<file path="config.mk">
export PLATFORM = sky130hd
export DESIGN_NAME = rxaddr_filter
export DESIGN_NICKNAME = d
export VERILOG_FILES = /design/src/rtl/rxf_pkg.sv /design/src/rtl/rxf_crc.sv /design/src/rtl/rxf_match.sv /design/src/rtl/rxf_pad.sv /design/src/rtl/rxaddr_filter.sv
export SDC_FILE = /design/constraint.sdc
export NUM_CORES = 1
export LEC_CHECK = 0
export ABC_AREA = 1
export CORE_ASPECT_RATIO = 0.9
export CORE_MARGIN = 2
export CORE_UTILIZATION = 47
export CTS_CLUSTER_SIZE = 40
export DETAILED_ROUTE_END_ITERATION = 10
export PLACE_DENSITY = 0.76
export SYNTH_ARGS = -nofsm -noshare
export SYNTH_HDL_FRONTEND = slang
export SYNTH_SLANG_ARGS = --single-unit
</file>
<file path="constraint.sdc">
create_clock -name clk -period 2.35 [get_ports clk]
set_input_delay 0.5875 -clock clk [delete_from_list [all_inputs] [get_ports clk]]
set_output_delay 0.5875 -clock clk [all_outputs]
set_load 0.02 [all_outputs]
</file>
<file path="src/rtl/rxf_pkg.sv">
package rxf_pkg;

  localparam int ADDR_BYTES = 6;

  typedef enum logic [2:0] {
    RSN_REJECT  = 3'd0,
    RSN_LOCAL   = 3'd1,
    RSN_BCAST   = 3'd2,
    RSN_HASH    = 3'd3,
    RSN_PROMISC = 3'd4
  } rsn_e;

  // One byte of a reflected CRC, least significant bit first.
  function automatic logic [31:0] crc_byte(input logic [31:0] seed,
                                           input logic [7:0]  din,
                                           input logic [31:0] poly);
    logic [31:0] c;
    c = seed ^ {24'h0, din};
    for (int k = 0; k < 8; k++) begin
      c = c[0] ? ((c >> 1) ^ poly) : (c >> 1);
    end
    return c;
  endfunction

endpackage

</file>
<file path="src/rtl/rxf_crc.sv">
module rxf_crc #(
  parameter logic [31:0] POLY  = 32'hEDB88320,
  parameter int          IDX_W = 6
) (
  input  logic             clk,
  input  logic             rst_n,
  input  logic             en,
  input  logic             restart,
  input  logic [7:0]       din,
  output logic [IDX_W-1:0] hash_idx
);
  import rxf_pkg::*;

  logic [31:0] crc_q, crc_d, seed;

  always_comb begin
    seed     = restart ? 32'hFFFF_FFFF : crc_q;
    crc_d    = crc_byte(seed, din, POLY);
    hash_idx = crc_d[31 -: IDX_W];
  end

  always_ff @(posedge clk or negedge rst_n) begin
    if (!rst_n)  crc_q <= 32'hFFFF_FFFF;
    else if (en) crc_q <= crc_d;
  end
endmodule

</file>
<file path="src/rtl/rxf_match.sv">
module rxf_match #(
  parameter int HASH_WORDS = 4,
  parameter int WORD_W     = 16,
  localparam int GW        = $clog2(HASH_WORDS),
  localparam int BW        = $clog2(WORD_W),
  localparam int IDX_W     = GW + BW
) (
  input  logic                         rx_en,
  input  logic                         promisc,
  input  logic                         hash_en,
  input  logic [47:0]                  dst,
  input  logic [47:0]                  station,
  input  logic [HASH_WORDS*WORD_W-1:0] hash_tbl,
  input  logic [IDX_W-1:0]             hash_idx,
  output logic                         accept,
  output rxf_pkg::rsn_e                reason
);
  import rxf_pkg::*;

  logic [GW-1:0]    grp, wsel;
  logic [IDX_W-1:0] bit_pos;
  logic             hash_hit, is_local, is_bcast;

  always_comb begin
    grp      = hash_idx[IDX_W-1 -: GW];
    wsel     = GW'(HASH_WORDS - 1) - grp;     // descending word order
    bit_pos  = {wsel, hash_idx[BW-1:0]};
    hash_hit = hash_tbl[bit_pos];
    is_local = (dst == station);
    is_bcast = (dst == 48'hFFFF_FFFF_FFFF);

    accept = 1'b0;
    reason = RSN_REJECT;
    if (!rx_en) begin
      accept = 1'b0;
      reason = RSN_REJECT;
    end else if (promisc) begin
      accept = 1'b1;
      reason = RSN_PROMISC;
    end else if (is_local) begin
      accept = 1'b1;
      reason = RSN_LOCAL;
    end else if (is_bcast) begin
      accept = 1'b1;
      reason = RSN_BCAST;
    end else if (hash_en && hash_hit) begin
      accept = 1'b1;
      reason = RSN_HASH;
    end
  end
endmodule

</file>
<file path="src/rtl/rxf_pad.sv">
module rxf_pad #(
  parameter int  MIN_LEN = 60,
  localparam int CW      = $clog2(MIN_LEN + 1)
) (
  input  logic       clk,
  input  logic       rst_n,
  input  logic       in_valid,
  input  logic       in_start,
  input  logic       in_last,
  input  logic [7:0] in_data,
  input  logic       accept_eff,
  output logic       out_valid,
  output logic [7:0] out_data,
  output logic       out_last
);
  logic [CW-1:0] cnt_q, cnt_d, lenpos, lennext;
  logic          pad_q, pad_d, need;
  logic          ov_d, ol_d;
  logic [7:0]    od_d;

  always_comb begin
    lenpos  = in_start ? '0 : cnt_q;
    lennext = (lenpos < CW'(MIN_LEN)) ? lenpos + 1'b1 : lenpos;
    need    = 1'b0;
    cnt_d   = cnt_q;
    pad_d   = pad_q;
    ov_d    = 1'b0;
    od_d    = in_data;
    ol_d    = 1'b0;
    if (pad_q) begin
      ov_d  = 1'b1;
      od_d  = 8'h00;
      cnt_d = cnt_q + 1'b1;
      ol_d  = (cnt_q == CW'(MIN_LEN - 1));
      pad_d = !ol_d;
    end else if (in_valid) begin
      need  = accept_eff && in_last && (lennext < CW'(MIN_LEN));
      ov_d  = 1'b1;
      cnt_d = lennext;
      ol_d  = in_last && !need;
      pad_d = need;
    end
  end

  always_ff @(posedge clk or negedge rst_n) begin
    if (!rst_n) begin
      cnt_q     <= '0;
      pad_q     <= 1'b0;
      out_valid <= 1'b0;
      out_data  <= 8'h00;
      out_last  <= 1'b0;
    end else begin
      cnt_q     <= cnt_d;
      pad_q     <= pad_d;
      out_valid <= ov_d;
      out_data  <= od_d;
      out_last  <= ol_d;
    end
  end

  // a sampled byte is forwarded unchanged on the next cycle
  a_r8_forward: assert property (@(posedge clk) disable iff (!rst_n)
    (in_valid && !pad_q) |=> (out_valid && out_data == $past(in_data)));

  // every padding cycle emits a zero byte
  a_r9_pad_zero: assert property (@(posedge clk) disable iff (!rst_n)
    pad_q |=> (out_valid && out_data == 8'h00));
endmodule

</file>
<file path="src/rtl/rxaddr_filter.sv">
module rxaddr_filter #(
  parameter int          MIN_LEN    = 60,
  parameter int          HASH_WORDS = 4,
  parameter int          WORD_W     = 16,
  parameter logic [31:0] POLY       = 32'hEDB88320
) (
  input  logic                         clk,
  input  logic                         rst_n,
  input  logic                         in_valid,
  input  logic                         in_start,
  input  logic                         in_last,
  input  logic [7:0]                   in_data,
  input  logic                         cfg_rx_en,
  input  logic                         cfg_promisc,
  input  logic                         cfg_hash_en,
  input  logic [15:0]                  sta_w0,
  input  logic [15:0]                  sta_w1,
  input  logic [15:0]                  sta_w2,
  input  logic [HASH_WORDS*WORD_W-1:0] hash_tbl,
  output logic                         dec_valid,
  output logic                         dec_accept,
  output logic [2:0]                   dec_reason,
  output logic                         out_valid,
  output logic [7:0]                   out_data,
  output logic                         out_last
);
  import rxf_pkg::*;

  localparam int         IDX_W    = $clog2(HASH_WORDS) + $clog2(WORD_W);
  localparam logic [2:0] LAST_POS = 3'(ADDR_BYTES - 1);
  localparam logic [2:0] DONE_POS = 3'(ADDR_BYTES);

  logic [2:0]       pos_q, pos_d, pos;
  logic [39:0]      dst_q, dst_d;
  logic             addr_byte, final_byte, accept_eff;
  logic [IDX_W-1:0] hash_idx;
  logic             m_accept;
  rsn_e             m_reason;
  logic             dv_q, dv_d, da_q, da_d;
  rsn_e             dr_q, dr_d;

  always_comb begin
    pos        = in_start ? 3'd0 : pos_q;
    addr_byte  = in_valid && (pos < DONE_POS);
    final_byte = in_valid && (pos == LAST_POS);
    pos_d      = addr_byte ? pos + 3'd1 : pos_q;
    dst_d      = (addr_byte && !final_byte) ? {dst_q[31:0], in_data} : dst_q;
    accept_eff = final_byte ? m_accept : ((pos == DONE_POS) && da_q);

    dv_d = dv_q;
    da_d = da_q;
    dr_d = dr_q;
    if (final_byte) begin
      dv_d = 1'b1;
      da_d = m_accept;
      dr_d = m_reason;
    end else if (in_valid && in_start) begin
      dv_d = 1'b0;
      da_d = 1'b0;
      dr_d = RSN_REJECT;
    end
  end

  always_ff @(posedge clk or negedge rst_n) begin
    if (!rst_n) begin
      pos_q <= DONE_POS;
      dst_q <= '0;
      dv_q  <= 1'b0;
      da_q  <= 1'b0;
      dr_q  <= RSN_REJECT;
    end else begin
      pos_q <= pos_d;
      dst_q <= dst_d;
      dv_q  <= dv_d;
      da_q  <= da_d;
      dr_q  <= dr_d;
    end
  end

  rxf_crc #(.POLY(POLY), .IDX_W(IDX_W)) u_crc (
    .clk      (clk),
    .rst_n    (rst_n),
    .en       (addr_byte),
    .restart  (in_start),
    .din      (in_data),
    .hash_idx (hash_idx)
  );

  rxf_match #(.HASH_WORDS(HASH_WORDS), .WORD_W(WORD_W)) u_match (
    .rx_en    (cfg_rx_en),
    .promisc  (cfg_promisc),
    .hash_en  (cfg_hash_en),
    .dst      ({dst_q, in_data}),
    .station  ({sta_w0, sta_w1, sta_w2}),
    .hash_tbl (hash_tbl),
    .hash_idx (hash_idx),
    .accept   (m_accept),
    .reason   (m_reason)
  );

  rxf_pad #(.MIN_LEN(MIN_LEN)) u_pad (
    .clk        (clk),
    .rst_n      (rst_n),
    .in_valid   (in_valid),
    .in_start   (in_start),
    .in_last    (in_last),
    .in_data    (in_data),
    .accept_eff (accept_eff),
    .out_valid  (out_valid),
    .out_data   (out_data),
    .out_last   (out_last)
  );

  assign dec_valid  = dv_q;
  assign dec_accept = da_q;
  assign dec_reason = dr_q;

  // reception disabled refuses the frame
  a_r1_disabled: assert property (@(posedge clk) disable iff (!rst_n)
    (final_byte && !cfg_rx_en) |=> (dec_valid && !dec_accept && dec_reason == 3'd0));

  // promiscuous mode accepts with its own code
  a_r2_promisc: assert property (@(posedge clk) disable iff (!rst_n)
    (final_byte && cfg_rx_en && cfg_promisc) |=> (dec_valid && dec_accept && dec_reason == 3'd4));

  // decision holds until the next frame start
  a_r7_hold: assert property (@(posedge clk) disable iff (!rst_n)
    (dec_valid && !(in_valid && in_start)) |=>
      (dec_valid && $stable(dec_accept) && $stable(dec_reason)));

  // a frame start clears the decision
  a_r7_clear: assert property (@(posedge clk) disable iff (!rst_n)
    (in_valid && in_start) |=> !dec_valid);
endmodule

</file>
==> out/qor.log, run 1 <==
[final_layout] # fillers 927
[placed_design] post-placement cell area 8768 sq um
[sta] max-slew headroom at the worst pin 63.16%
[sta] final period demand of the worst path 2.733 ns
[sta] setup TNS -1.707 ns
[final_layout] design area 9809 sq um
[die] die height 114.7 um
[worst_setup_path] cell mode on critical path nand3_2
[yosys] simple logic cell fraction of the synthesized area 28.91%
[cts] CTS clock-pin slew for the worst setup and hold paths 0.07 ns
[die] starting density of the core 48.08%
[route] Iteration-0 DRC Markers 635
[yosys] top post-synthesis cells by area dfrtp_1, dfstp_2, nand2_1
[sta] unrepaired setup endpoints after global routing true
[power_and_ir_drop] leakage 4.313 nW
[final_layout] nets 1171
[yosys] EDFF count, synth 0
[placed_design] total placed cells including tap cells 1164
[sta] share of the cycle needed by the critical path after routing 116.3%
[status] violated checks setup timing
[cts] Clock Tree Root clkbuf_16
[power_and_ir_drop] worst voltage drop across the vdd grid 0.8501 mV
[sta] Peak Freq 0.3659 GHz
[final_layout] P&R area growth vs syn 53.24%
[worst_setup_path] Crit Path Max Fanout 8
[yosys] portion of synthesized cell area occupied by the leading cell type 24.63%
[cts] number of H-tree levels 3
[status] status finished with violations
[route] Routed Wire Length 19980 um
[final_layout] non-filler instance count after layout 1211
[final_layout] proportion of layout cells with a drive suffix above 1 31.74%
[route] Pre-antenna DRT Iters 5
[worst_setup_path] Worst path max stage delay 0.53 ns
[yosys] post-synthesis share of cell area spent on xor and xnor gates 15.40%
[final_layout] Diodes inserted 0
[grt] Congestion Overflow GR 0
[die] Site Rows 40
[yosys] mean instance size in the synthesized netlist 8.134 sq um
[yosys] cell count after synthesis 787
[worst_setup_path] crit path capture type register
[yosys] main combinational cell family by area after synthesis simple AND/OR/NAND/NOR gates
[cts] clock tree from TritonCTS built
[placed_design] number of buffer cells added on primary ports 142
[power_and_ir_drop] overall power after layout 0.01094 W
[die] I/O Pins 143
[sta] Worst Clk Skew 0.007737 ns
[yosys] count of unique library cells instantiated by Yosys 44
[cts] hold buffer count at cts 0
[worst_setup_path] cell type of the slowest stage on the worst timing path dfstp_2
[final_layout] final standard cell utilization of the core 73.68%
[worst_setup_path] worst path cell trace buf_4 > nor2_4 > nand2_1 > nand2_4 > nand2_4 > nand3_2 > nand2_8 > nand3_4 > nand2_8 > clkbuf_16 > nand2_1 > nand3_1 > nand3_2 > nand3_2 > nand3_2 > nand3_2 > nand2_2 > nand3_2 > nand2_2 > buf_4 > buf_4 > nand2_1
[yosys] most used standard cell by instance count after synthesis nand2_1
[cts] Num CTS Buffers 9
[route] post-detailed-route wirelength per cell 16.50 um
[final_layout] Storage cell area 2470 sq um
[cts] # clock sinks 97
[worst_setup_path] Crit Path Category reg -> reg
[placed_design] post-DP HPWL 13970 um
[worst_setup_path] data arrival time of the worst path 3.02 ns
[yosys] number of nets produced by synthesis 920
[grt] wire length of the first global-routing pass 29740 um
[route] DRC violations left 0
[grt] GRT Util Overall 25.49%
[yosys] most used standard cells in the synthesized netlist nand2_1, nand3_1, nor2_1
[yosys] fraction of registers with async set/reset 100.0%
[power_and_ir_drop] power density normalized to cell area 1115 nW/um^2
[yosys] number of warnings issued by yosys 0
[sta] Final Hold Fails 0
[yosys] post-synthesis instance area 6401 sq um
[sta] final setup margin -0.3832 ns
[job] # Max-Cap Violations 0
[die] x dimension of the die 127.0 um
[grt] vias in the first global route 6051
[yosys] multiplexer share of the synthesized area 3.694%
[yosys] most common flop cell mapped by yosys dfrtp_1
[yosys] FF+latch count, synth 97
[sta] max-slew violation count 0
[sta] transition at the pin with the smallest max-transition slack 0.5526 ns
[cts] Bufs on Longest Clock Path 2
[cts] Clk Latency, worst-skew pair 0.35 ns
[grt] largest net degree at the start of global routing 63
[worst_setup_path] startpoint types register
[die] floorplan core area 13310 sq um
[yosys] share of the synthesized area in compound gates (AO/OA/AOI/OAI) 7.115%
[route] Via-to-Cell Ratio 5.363
[grt] initial antenna violation count 0
[final_layout] area occupied by multi-input gates 4129 sq um
[route] via count 6494
[placed_design] global placer's final weighted congestion 0.9440
[sta] final setup violating endpoints 5
[die] overall die area 14570 sq um
[yosys] sequential-to-total area share from yosys stat 38.58%
[route] count of antenna-violating nets left after detailed routing 0
[yosys] Synth Area in Adders 0.9773%
[yosys] largest area contributor in the synthesized netlist dfrtp_1
[hold_path] type of the tightest min-delay check in -> async
[worst_setup_path] Critical Path RT 2.64 ns
==> flip-flops by register name, indices dropped and copies added, names as in the netlist <==
signal	count
dst_q	40
u_pad.pad_q	1
dec_reason	3
u_pad.out_data	8
u_crc.crc_q	32
u_pad.cnt_q	6
u_pad.out_valid	1
dec_valid	1
pos_q	3
dec_accept	1
u_pad.out_last	1
==> kinds of logic after synthesis <==
| kind of cell | after synthesis |
|---|---|
| AND/OR/NAND/NOR | 401 |
| buffers and inverters | 80 |
| flip-flops | 97 |
| XOR/XNOR | 104 |
| adder cells (fa/ha/maj) | 5 |
| multiplexers | 21 |
| AO/OA/AOI/OAI | 79 |
==> cell type report <==
class | instances | share of cell area (%)
flip-flops and latches | 97 | 25.18
repair buffers | 259 | 24.99
well taps | 168 | 2.143
clock buffers | 9 | 2.296
clock inverters | 7 | 1.059
multi-input cells | 615 | 42.09
inverters | 56 | 2.245
==> metal layers <==
layer	track usage, %	share of wire (%)
met2	43.66	50
met3	3.551	5.1
met4	6.007	2.0
met5	0	0
met1	34.65	43
==> path summary, 6_finish.rpt <==
check	startpoint	to	slack (ns)	cells after the start
worst min register to register	u_crc.crc_q[31]$_DFFE_PN1P_	u_crc.crc_q[31]$_DFFE_PN1P_	0.47	2
worst min-delay path	rst_n	dst_q[24]$_DFFE_PN0P_	0.16	1
max in group asynchronous	rst_n	u_crc.crc_q[20]$_DFFE_PN1P_	1.54	2
min in group clk	u_crc.crc_q[31]$_DFFE_PN1P_	u_crc.crc_q[31]$_DFFE_PN1P_	0.47	2
worst max register to register	u_crc.crc_q[2]$_DFFE_PN1P_	dec_accept$_DFFE_PN0P_	-0.38	22
worst max-delay path	u_crc.crc_q[2]$_DFFE_PN1P_	dec_accept$_DFFE_PN0P_	-0.38	22
==> worst max-delay path: cells and delay by family (launching register included) <==
family                 cells  cell delay (ns)
buffers and inverters      4             0.54
DFF                        1             0.53
and+or+nand+nor           18             1.59
==> timing repair <==
| action | CTS | global route |
|---|---|---|
| cloned | 1 | 6 |
| buffers inserted | 13 | 11 |
| endpoints found under the setup margin | 9 | 7 |
| gates resized for setup | 27 | 96 |
| pin swaps | 21 | 63 |
==> placed cells by master (no fill, tap or decap), types with 11 or more instances in the layout <==
cell and count:
nor2_1 54, mux2_2 21, nand2_2 37, dfstp_2 34, nand2_4 17, clkdlybuf4s50_1 132, nand4_1 25, buf_4 103
nand3_2 31, xor2_1 35, clkbuf_16 11, o21ai_0 50, dfrtp_1 63, nand3_1 43, inv_1 42, nand2_1 160
xnor2_1 62
==> power by group <==
part	internal, W	switching, W
registers	0.00238	0.000429
logic	0.00303	0.00348
clock network	0.000944	0.000679
==> metrics by stage <==
| step | hold WS [ns] | setup slack [ns] |
|---|---|---|
| detailed placement | 0.4599 | -1.022 |
| finish | 0.1623 | -0.3832 |
| CTS | 0.1751 | -0.3351 |
| global placement | 0.4590 | -0.9169 |
| floorplan | 0.2919 | -0.3146 |
| global route | 0.1882 | -0.5882 |
Power figures use the tool's default switching activity.
==> run 2, diff against run 1 <==
--- a/config.mk
+++ b/config.mk
@@ -7,7 +7,6 @@
 export LEC_CHECK = 0
 export ABC_AREA = 1
 export CORE_ASPECT_RATIO = 0.9
-export CORE_MARGIN = 2
 export CORE_UTILIZATION = 47
 export CTS_CLUSTER_SIZE = 40
 export DETAILED_ROUTE_END_ITERATION = 10
==> out/qor.log, run 2 (synthesized netlist as in run 1, its figures left out) <==
[route] count of antenna-violating nets left after detailed routing 0 [unchanged]
[power_and_ir_drop] leakage 4.440 nW [+2.9%]
[final_layout] non-filler instance count after layout 1226 [+1.2%]
[route] Routed Wire Length 23130 um [+16%]
[final_layout] proportion of layout cells with a drive suffix above 1 34.50% [+2.8 points]
[worst_setup_path] worst path bufs/invs 1 [-3]
[placed_design] post-DP HPWL 13570 um [-2.9%]
[sta] Final Hold Fails 0 [unchanged]
[final_layout] Diodes inserted 0 [unchanged]
[worst_setup_path] worst reg2reg setup slack -0.60 ns [-0.22 ns]
[cts] CTS clock-pin slew for the worst setup and hold paths 0.07 ns [about the same]
[final_layout] Largest Register dst_q
[power_and_ir_drop] Sequential Power Share 23.9% [-1.8 points]
[worst_setup_path] data arrival time of the worst path 3.25 ns [+0.23 ns]
[cts] Bufs on Longest Clock Path 2 [unchanged]
[power_and_ir_drop] portion of total power attributed to combinational logic 63.0% [+3.5 points]
[route] via count 6815 [+4.9%]
[cts] # clock sinks 97 [unchanged]
[sta] max-slew violation count 0 [unchanged]
[status] violated checks DRC, setup timing
[placed_design] global placer's final weighted congestion 0.9055 [-4.1%]
[power_and_ir_drop] power density normalized to cell area 1175 nW/um^2 [+5.3%]
[final_layout] P&R area growth vs syn 58.39%
[worst_setup_path] Critical Path RT 2.65 ns [about the same]
[power_and_ir_drop] Clk pwr share 13.1% [-1.7 points]
[placed_design] post-placement worst setup slack -0.9045 ns [+0.1175 ns]
[sta] share of the cycle needed by the critical path after routing 125.7% [+9.4 points]
[worst_setup_path] Worst path max stage delay 0.58 ns [+0.05 ns]
[grt] Congestion Overflow GR 0 [unchanged]
[die] Site Rows 40 [unchanged]
[sta] setup TNS -2.948 ns [-1.241 ns]
[worst_setup_path] worst reg2reg path endpoint u_pad.out_last$_DFF_PN0_
[cts] clock tree from TritonCTS built
[worst_setup_path] startpoint types register
[route] Pre-antenna DRT Iters 10 [+5]
[die] die height 112.7 um [-1.7%]
[die] overall die area 14090 sq um [-3.3%]
[sta] Peak Freq 0.3386 GHz [-7.5%]
[worst_setup_path] cell type of the slowest stage on the worst timing path dfstp_2
[final_layout] highest-count cells in the layout ignoring fill and taps nand2_1, clkdlybuf4s50_1, buf_4
[worst_setup_path] Crit Path Category reg -> reg
[grt] GRT Util Overall 28.84% [+3.3 points]
[sta] final setup violating endpoints 8 [+3]
[cts] Clock Tree Root clkbuf_16
[placed_design] number of buffer cells added on primary ports 142 [unchanged]
[job] # Max-Cap Violations 0 [unchanged]
[worst_setup_path] launch instance of the worst register-to-register path u_crc.crc_q[6]$_DFFE_PN1P_
[sta] Worst Clk Skew 0.007837 ns [+0.0001007 ns]
[hold_path] type of the tightest min-delay check in -> async
[route] Via-to-Cell Ratio 5.559 [+3.7%]
[grt] vias in the first global route 6322 [+4.5%]
[worst_setup_path] Crit Path Max Fanout 8 [unchanged]
[grt] met3 Resource Use GR 4.492% [+0.94 points]
[status] status finished with violations
[placed_design] total placed cells including tap cells 1163 [-0.086%]
[grt] routing layer with the top usage in global route met2
[sta] unrepaired setup endpoints after global routing true
[cts] number of H-tree levels 3 [unchanged]
[sta] final period demand of the worst path 2.954 ns [+0.2205 ns]
[final_layout] number of flip-flops in the largest register 40 [unchanged]
[cts] Clk Latency, worst-skew pair 0.36 ns [about the same]
[die] x dimension of the die 125.0 um [-1.6%]
[sta] max-slew headroom at the worst pin 60.41% [-2.7 points]
[die] I/O Pins 143 [unchanged]
[final_layout] nets 1186 [+1.3%]
[grt] largest net degree at the start of global routing 63 [unchanged]
[worst_setup_path] crit path capture type register
[power_and_ir_drop] worst voltage drop across the vdd grid 0.8357 mV [-1.7%]
[worst_setup_path] cell count of the worst reg-to-reg path 25 [+14%]
[power_and_ir_drop] net switching share of the total power 43.51% [+1.6 points]
[grt] GR Util met1 39.03% [+4.4 points]
[worst_setup_path] cell mode on critical path nand2_1
[final_layout] largest registers dst_q: 40 flops, u_crc.crc_q: 32 flops, u_pad.out_data: 8 flops
[cts] Num CTS Buffers 9 [unchanged]
[route] Iteration-0 DRC Markers 731 [+15%]
[die] starting density of the core 48.08% [unchanged]
[power_and_ir_drop] net switching power 0.005183 W [+13%]
[grt] met2 track demand over resource in global routing 47.97% [+4.3 points]
[power_and_ir_drop] design internal power 0.006728 W [+5.9%]
[grt] initial antenna violation count 0 [unchanged]
[grt] wire length of the first global-routing pass 31880 um [+7.2%]
[final_layout] leading cell type in the layout, fill and taps excluded nand2_1
[route] DRC violations left 6 [+6]
[worst_setup_path] critical path's top delay family simple AND/OR/NAND/NOR gates
[sta] final setup margin -0.6037 ns [-0.2205 ns]
[sta] transition at the pin with the smallest max-transition slack 0.5938 ns [+0.04116 ns]
[die] floorplan core area 13310 sq um [unchanged]
[route] post-detailed-route wirelength per cell 18.87 um [+14%]
[run 2: changes by cell type in the layout (fill, tap and decap cells not counted), sizes merged]
cell         previous run  this run
nand2                 223       221
bufinv                  2         1
clkbuf                 12        10
clkinv                  4         7
clkinvlp                2         0
buf                   117       135
dlygate4sd2             4         5
[run 2: final cells by class]
cell class                 instances  area (sq um)
clock buffer                       9         225.2
clock inverter                     7         90.09
fill                             845          3174
inverter                          56         222.7
multi-input combinational        613          4248
sequential                        97          2470
tap                              168         210.2
timing repair buffer             276          2673
[run 2: worst max-delay path by stage]
stage	from	to	slack, ns	cells past startpoint
5_1_grt	u_crc.crc_q[6]$_DFFE_PN1P_	u_pad.out_last$_DFF_PN0_	-0.77	25
6_report	u_crc.crc_q[6]$_DFFE_PN1P_	u_pad.out_last$_DFF_PN0_	-0.60	25
3_5_place_dp	in_data[4]	dec_reason[0]$_DFFE_PN0P_	-0.90	19
3_3_place_gp	in_data[4]	dec_reason[0]$_DFFE_PN0P_	-0.89	19
4_1_cts	u_crc.crc_q[2]$_DFFE_PN1P_	u_pad.out_last$_DFF_PN0_	-0.32	25
2_1_floorplan	in_start	u_pad.out_last$_DFF_PN0_	-0.31	26
[run 2: through the flow]
step / instance area (sq um) / hold WS (ns) / power, W / utilization, %
5_1_grt: 10140 / 0.1813 / 0.01248 / 76.16
3_3_place_gp: 8773 / 0.4569 / 0.007968 / 65.90
3_5_place_dp: 8773 / 0.4647 / 0.008065 / 65.90
4_1_cts: 9678 / 0.1677 / 0.01048 / 72.70
2_1_floorplan: 6513 / 0.2919 / 0.006145 / -
6_report: 10140 / 0.1518 / 0.01191 / 76.16
[run 2: what timing repair did]
action	in CTS	in global routing
cloned	2	2
buffers inserted	30	17
hold buffers	0	0
pin swaps	47	56
resized for setup	88	76
endpoints found under the setup margin	7	12
[run 2: layer usage]
metal | vias to the layer above | share of wire, %
met5 | - | 0
met4 | 0 | 4.2
met3 | 93 | 5.4
met2 | 305 | 49
met1 | 3305 | 41
li1 | 3112 | -
[run 2: power by group through the flow]
stage               sequential, W  combinational, W  clock, W
floorplan                 0.00276           0.00339         0
global placement          0.00280           0.00517         0
detailed placement        0.00281           0.00525         0
CTS                       0.00280           0.00612   0.00156
global route              0.00289           0.00794   0.00164
finish                    0.00285           0.00750   0.00156
